### src/rtl/dsadc_pkg.sv
package dsadc_pkg;
  localparam int FRAME_BITS = 24;
  localparam int HDR_BITS   = 2;
  localparam int RES_W      = FRAME_BITS - HDR_BITS - 1;

  typedef enum logic [2:0] {
    S_IDLE, S_ASSERT_CS, S_POLL_EOC, S_SHIFT, S_DONE, S_ABORT
  } rd_state_t;

  typedef struct packed {
    logic shift;
    logic load;
  } dp_strobe_t;
endpackage

### src/rtl/dsadc_ctrl.sv
module dsadc_ctrl
  import dsadc_pkg::*;
#(
  parameter int DIV_W  = 8,
  parameter int POLL_W = 16
) (
  input  logic              clk,
  input  logic              rstN,
  input  logic              start,
  input  logic              abortReq,
  input  logic [DIV_W-1:0]  divHalf,
  input  logic [POLL_W-1:0] pollLimit,
  input  logic              sdo,
  output logic              csN,
  output logic              sck,
  output logic              busy,
  output logic              timeoutErr,
  output dp_strobe_t        stb
);
  localparam int CNT_W = $clog2(FRAME_BITS);
  localparam logic [CNT_W-1:0] LAST_BIT = CNT_W'(FRAME_BITS - 1);

  rd_state_t         state;
  logic [DIV_W-1:0]  divCnt;
  logic [POLL_W-1:0] pollCnt;
  logic [CNT_W-1:0]  bitCnt;
  logic              tick;

  assign tick = (divCnt == divHalf);
  assign busy = (state != S_IDLE);

  always_comb begin
    stb.shift = (state == S_SHIFT) && tick && !sck && !abortReq;
    stb.load  = (state == S_DONE);
  end

  always_ff @(posedge clk or negedge rstN) begin
    if (!rstN) begin
      state      <= S_IDLE;
      divCnt     <= '0;
      pollCnt    <= '0;
      bitCnt     <= '0;
      csN        <= 1'b1;
      sck        <= 1'b0;
      timeoutErr <= 1'b0;
    end else begin
      timeoutErr <= 1'b0;
      if (state == S_IDLE || tick) divCnt <= '0;
      else                         divCnt <= divCnt + 1'b1;
      case (state)
        S_IDLE: begin
          if (start) begin
            state   <= S_ASSERT_CS;
            csN     <= 1'b0;
            pollCnt <= '0;
          end
        end
        S_ASSERT_CS: if (tick) state <= S_POLL_EOC;
        S_POLL_EOC: begin
          if (tick) begin
            if (!sdo) begin
              state  <= S_SHIFT;
              bitCnt <= '0;
            end else if (pollCnt == pollLimit) begin
              state      <= S_ABORT;
              csN        <= 1'b1;
              timeoutErr <= 1'b1;
            end else begin
              pollCnt <= pollCnt + 1'b1;
            end
          end
        end
        S_SHIFT: begin
          if (abortReq) begin
            state  <= S_ABORT;
            csN    <= 1'b1;
            sck    <= 1'b0;
            divCnt <= '0;
          end else if (tick) begin
            if (!sck) begin
              sck <= 1'b1;
            end else begin
              sck <= 1'b0;
              if (bitCnt == LAST_BIT) state <= S_DONE;
              else                    bitCnt <= bitCnt + 1'b1;
            end
          end
        end
        S_DONE: begin
          state <= S_IDLE;
          csN   <= 1'b1;
        end
        S_ABORT: if (tick) state <= S_IDLE;
        default: begin
          state <= S_IDLE;
          csN   <= 1'b1;
          sck   <= 1'b0;
        end
      endcase
    end
  end

  p_sck_low_when_deselected_r2: assert property (@(posedge clk) disable iff (!rstN)
    csN |-> !sck);
  p_cs_fall_sck_low_r2: assert property (@(posedge clk) disable iff (!rstN)
    $fell(csN) |-> !sck);
  p_no_shift_while_busy_r3: assert property (@(posedge clk) disable iff (!rstN)
    (state == S_POLL_EOC && tick && sdo) |=> (state != S_SHIFT));
  p_bit_count_range_r5: assert property (@(posedge clk) disable iff (!rstN)
    bitCnt <= LAST_BIT);
  p_timeout_releases_cs_r8: assert property (@(posedge clk) disable iff (!rstN)
    timeoutErr |-> csN);
  p_abort_releases_cs_r9: assert property (@(posedge clk) disable iff (!rstN)
    (state == S_SHIFT && abortReq) |=> (csN && !sck));
endmodule

### src/rtl/dsadc_datapath.sv
module dsadc_datapath
  import dsadc_pkg::*;
(
  input  logic                clk,
  input  logic                rstN,
  input  dp_strobe_t          stb,
  input  logic                sdo,
  output logic [RES_W-1:0]    resultData,
  output logic                resultSign,
  output logic [HDR_BITS-1:0] resultHdr,
  output logic                resultValid
);
  logic [FRAME_BITS-1:0] shiftReg;

  always_ff @(posedge clk or negedge rstN) begin
    if (!rstN) begin
      shiftReg    <= '0;
      resultData  <= '0;
      resultSign  <= 1'b0;
      resultHdr   <= '0;
      resultValid <= 1'b0;
    end else begin
      resultValid <= stb.load;
      if (stb.shift) shiftReg <= {shiftReg[FRAME_BITS-2:0], sdo};
      if (stb.load) begin
        resultHdr  <= shiftReg[FRAME_BITS-1 -: HDR_BITS];
        resultSign <= shiftReg[RES_W];
        resultData <= shiftReg[RES_W-1:0];
      end
    end
  end

  p_valid_single_cycle_r7: assert property (@(posedge clk) disable iff (!rstN)
    resultValid |=> !resultValid);
  p_result_held_r7: assert property (@(posedge clk) disable iff (!rstN)
    !resultValid |-> ($stable(resultData) && $stable(resultSign) && $stable(resultHdr)));
  p_no_load_during_shift_r5: assert property (@(posedge clk) disable iff (!rstN)
    !(stb.load && stb.shift));
endmodule

### src/rtl/dsadc_reader.sv
module dsadc_reader
  import dsadc_pkg::*;
#(
  parameter int DIV_W  = 8,
  parameter int POLL_W = 16
) (
  input  logic                clk,
  input  logic                rstN,
  input  logic                start,
  input  logic                abortReq,
  input  logic [DIV_W-1:0]    divHalf,
  input  logic [POLL_W-1:0]   pollLimit,
  output logic                csN,
  output logic                sck,
  input  logic                sdo,
  output logic [RES_W-1:0]    resultData,
  output logic                resultSign,
  output logic [HDR_BITS-1:0] resultHdr,
  output logic                resultValid,
  output logic                timeoutErr,
  output logic                busy
);
  dp_strobe_t stb;

  dsadc_ctrl #(.DIV_W(DIV_W), .POLL_W(POLL_W)) i_ctrl (
    .clk(clk), .rstN(rstN), .start(start), .abortReq(abortReq),
    .divHalf(divHalf), .pollLimit(pollLimit), .sdo(sdo),
    .csN(csN), .sck(sck), .busy(busy), .timeoutErr(timeoutErr), .stb(stb)
  );

  dsadc_datapath i_dp (
    .clk(clk), .rstN(rstN), .stb(stb), .sdo(sdo),
    .resultData(resultData), .resultSign(resultSign),
    .resultHdr(resultHdr), .resultValid(resultValid)
  );

  p_timeout_no_valid_r8: assert property (@(posedge clk) disable iff (!rstN)
    timeoutErr |-> !resultValid);
  p_idle_deselected_r1: assert property (@(posedge clk) disable iff (!rstN)
    !busy |-> csN);
endmodule

### config.mk
export PLATFORM = sky130hd
export DESIGN_NAME = dsadc_reader
export DESIGN_NICKNAME = d
export VERILOG_FILES = /design/src/rtl/dsadc_pkg.sv /design/src/rtl/dsadc_ctrl.sv /design/src/rtl/dsadc_datapath.sv /design/src/rtl/dsadc_reader.sv
export SDC_FILE = /design/constraint.sdc
export NUM_CORES = 1
export LEC_CHECK = 0
export ABC_AREA = 1
export BUFFER_PORTS_ARGS = -buffer_cell sky130_fd_sc_hd__buf_2
export CORE_ASPECT_RATIO = 0.6
export CORE_MARGIN = 2
export CORE_UTILIZATION = 40
export DETAILED_ROUTE_END_ITERATION = 6
export PLACE_DENSITY = 0.59
export SETUP_SLACK_MARGIN = 0.15
export SKIP_CTS_REPAIR_TIMING = 1
export SLEW_MARGIN = 20
export SYNTH_ARGS = -nofsm -noshare
export SYNTH_HDL_FRONTEND = slang
export SYNTH_SLANG_ARGS = --single-unit
### constraint.sdc
create_clock -name clk -period 4.3 [get_ports clk]
set_input_delay 0 -clock clk [delete_from_list [all_inputs] [get_ports clk]]
set_output_delay 0 -clock clk [all_outputs]
set_load 0.005 [all_outputs]
==> run metrics <==
Layout Skew 0.00662 ns; most common cell after layout, fill and taps aside nand2_1; Initial Utilization 0.412; register area share after synthesis 0.482; Final #Nets 668; Routed WL per cell 11.6 µm; total power 2.19 mW; FP Rows 29; Crit-path slowest cell nand4_4; pin count of the biggest net entering global routing 50; max_cap viols 0; crit-path cells inv_1 -> nand2_2 -> nor2_4 -> inv_2 -> nor2_4 -> nand4_4 -> o21ai_0; Ports 58; CP Capture Type register; Tightest Pin Transition 0.659 ns; Clock Pin Slew Worst Setup and Hold Paths 0.06 ns; number of buffers added on ports 57; Slew HR 0.560; Top delay family on crit path simple AND/OR/NAND/NOR gates; Vias/cell 4.59; Final Hold Vio Count 0; RSZ-0062 raised after global routing no; Die Width 139 µm; Syn Area/Cell 7.56 µm²; layout cell share with drive strength beyond 1 0.155; Synth top area share 0.476; minimum clock period 2.07 ns; #FFs+latches synth 84; die area 0.0118 mm²; WP data required 4.53 ns; status finished, final reports clean; Root Buffer clkbuf_16; gpl congestion 0.919; GRT overflow 0; Layout Utilization 0.476; Leak 2.64 nW; Crit path largest cell delay 0.54 ns; H-tree levels 3; fmax 0.483 GHz; final worst path period share 0.481; highest-count cells in the layout ignoring fill and taps nand2_1 (195), inv_1 (89), dfrtp_1 (83); P&R area growth vs syn 15.5%; crit path max fanout 49; Post-Synthesis Cells 578; CP Buf/Inv Count 2; Critical Path Source Type register; Peak VDD IR 0.227 mV; final wirelength 9.02 mm; overall routing resource usage 0.160; total number of vias 3,579; Cell Pwr Density 434 mW/mm²; top cells by area, synth dfrtp_1 (48%), nand2_1 (17%), inv_1 (7.7%); HP Class input port to register; n_diodes 0; Yosys cell types 33; Post-DP HPWL 6.48 mm; core area 0.0106 mm²; Num CTS Buffers 9; Worst-Skew Late Latency 0.33 ns; Final setup viols 0; DRC 0; leading area contributor after synthesis dfrtp_1; first-pass GRT wire length 15.3 mm; fillers 1,051; Max Root-Sink Buffers 2; critical path type register to register; Final TNS setup 0 ns; Crit path top cell by count nor2_4; Syn Std Cell Area 0.00437 mm²; max-slew violations 0; DRT antenna net count 0; Syn Nets 610; initial antenna violation count 0; DRT iter0 DRCs 188; arrival time worst endpoint 2.30 ns; chip height 84.9 µm; number of synthesis warnings 0; clock sink total 84; CTS tree built; drt first pass iters 4; vias in the first global route 3,366
[sequential cells by signal, indices dropped and copies added (netlist names)]
register and flops:
i_ctrl.bitCnt 5, i_ctrl.sck 1, i_ctrl.timeoutErr 1, i_dp.resultSign 1, i_dp.resultData 21, i_ctrl.pollCnt 16
i_ctrl.divCnt 8, i_dp.shiftReg 24, i_dp.resultHdr 2, i_ctrl.state 3, i_dp.resultValid 1, i_ctrl.csN 1
[report_power, final]
group / internal (mW) / switching (mW) / total [mW]
clock network: 0.387 / 0.310 / 0.698
logic: 0.180 / 0.389 / 0.569
registers: 0.860 / 0.0653 / 0.925
[Yosys cell counts]
cell,instances
a21boi_0,1
a21oi_1,2
a31oi_1,1
buf_2,3
buf_4,1
buf_6,3
clkbuf_1,5
clkbuf_2,1
dfrtp_1,83
dfstp_2,1
ha_1,3
inv_1,90
inv_2,5
nand2_1,195
nand2_2,4
nand2_4,2
nand3_1,25
nand3_4,1
nand4_1,2
nand4_4,1
nor2_1,44
nor2_2,2
nor2_4,4
nor3_1,7
nor3b_1,3
o211ai_1,1
o21ai_0,51
o21ai_1,14
o21ai_2,5
o21bai_1,1
or2_1,1
xnor2_1,6
xor2_1,10
[cells by family after synthesis]
logic type	synth area share
adders and majority gates	0.00859
and+or+nand+nor	0.284
buffers and inverters	0.100
xor gates and xnor gates	0.0321
DFF	0.482
AOI/OAI and AO/OA	0.0934
[path summary, 6_finish.rpt]
path | cells after the start | endpoint | slack (ns) | from
worst max-delay path | 7 | i_dp.shiftReg[14] | 2.23 | i_ctrl.state[2]
worst min-delay path | 6 | i_ctrl.sck | 0.11 | abortReq
worst max register to register | 7 | i_dp.shiftReg[14] | 2.23 | i_ctrl.state[2]
worst min register to register | 2 | i_dp.resultData[5] | 0.48 | i_dp.resultData[5]
max in group asynchronous | 3 | i_dp.resultData[17] | 3.16 | rstN
min in group asynchronous | 2 | i_dp.resultData[4] | 0.16 | rstN
[stage by stage]
stage	std cells	hold WS [ns]	cell area, µm²	worst slack, ns
finish	779	0.111	5040	2.23
global route	779	0.130	5040	1.99
CTS	777	-0.365	5020	2.23
detailed placement	762	-0.00530	4760	2.25
global placement	762	-0.00670	4760	2.39
floorplan	578	-0.296	4370	2.78
[per-layer routing]
| metal | global-route usage | vias to the layer above | routed length [µm] |
|---|---|---|---|
| li1 | - | 1895 | - |
| met1 | 0.220 | 1618 | 4490 |
| met2 | 0.253 | 61 | 3950 |
| met3 | 0.0485 | 5 | 510 |
| met4 | 0.0386 | 0 | 65 |
| met5 | 0 | - | 0 |
[tightest hold or removal path: cells and delay by family]
kind	cells	cell delay, ns
and+or+nand+nor	5	0.27
buffers and inverters	1	0.13
[final cells by class]
type	count	area [µm²]	area share
flip-flops and latches	84	2100	0.417
repair buffers	60	315	0.0625
clock inverters	6	42.5	0.00843
multi-input cells	386	1830	0.362
well taps	139	174	0.0345
inverters	95	357	0.0707
clock buffers	9	225	0.0446
(Power assumes the default switching activity.)
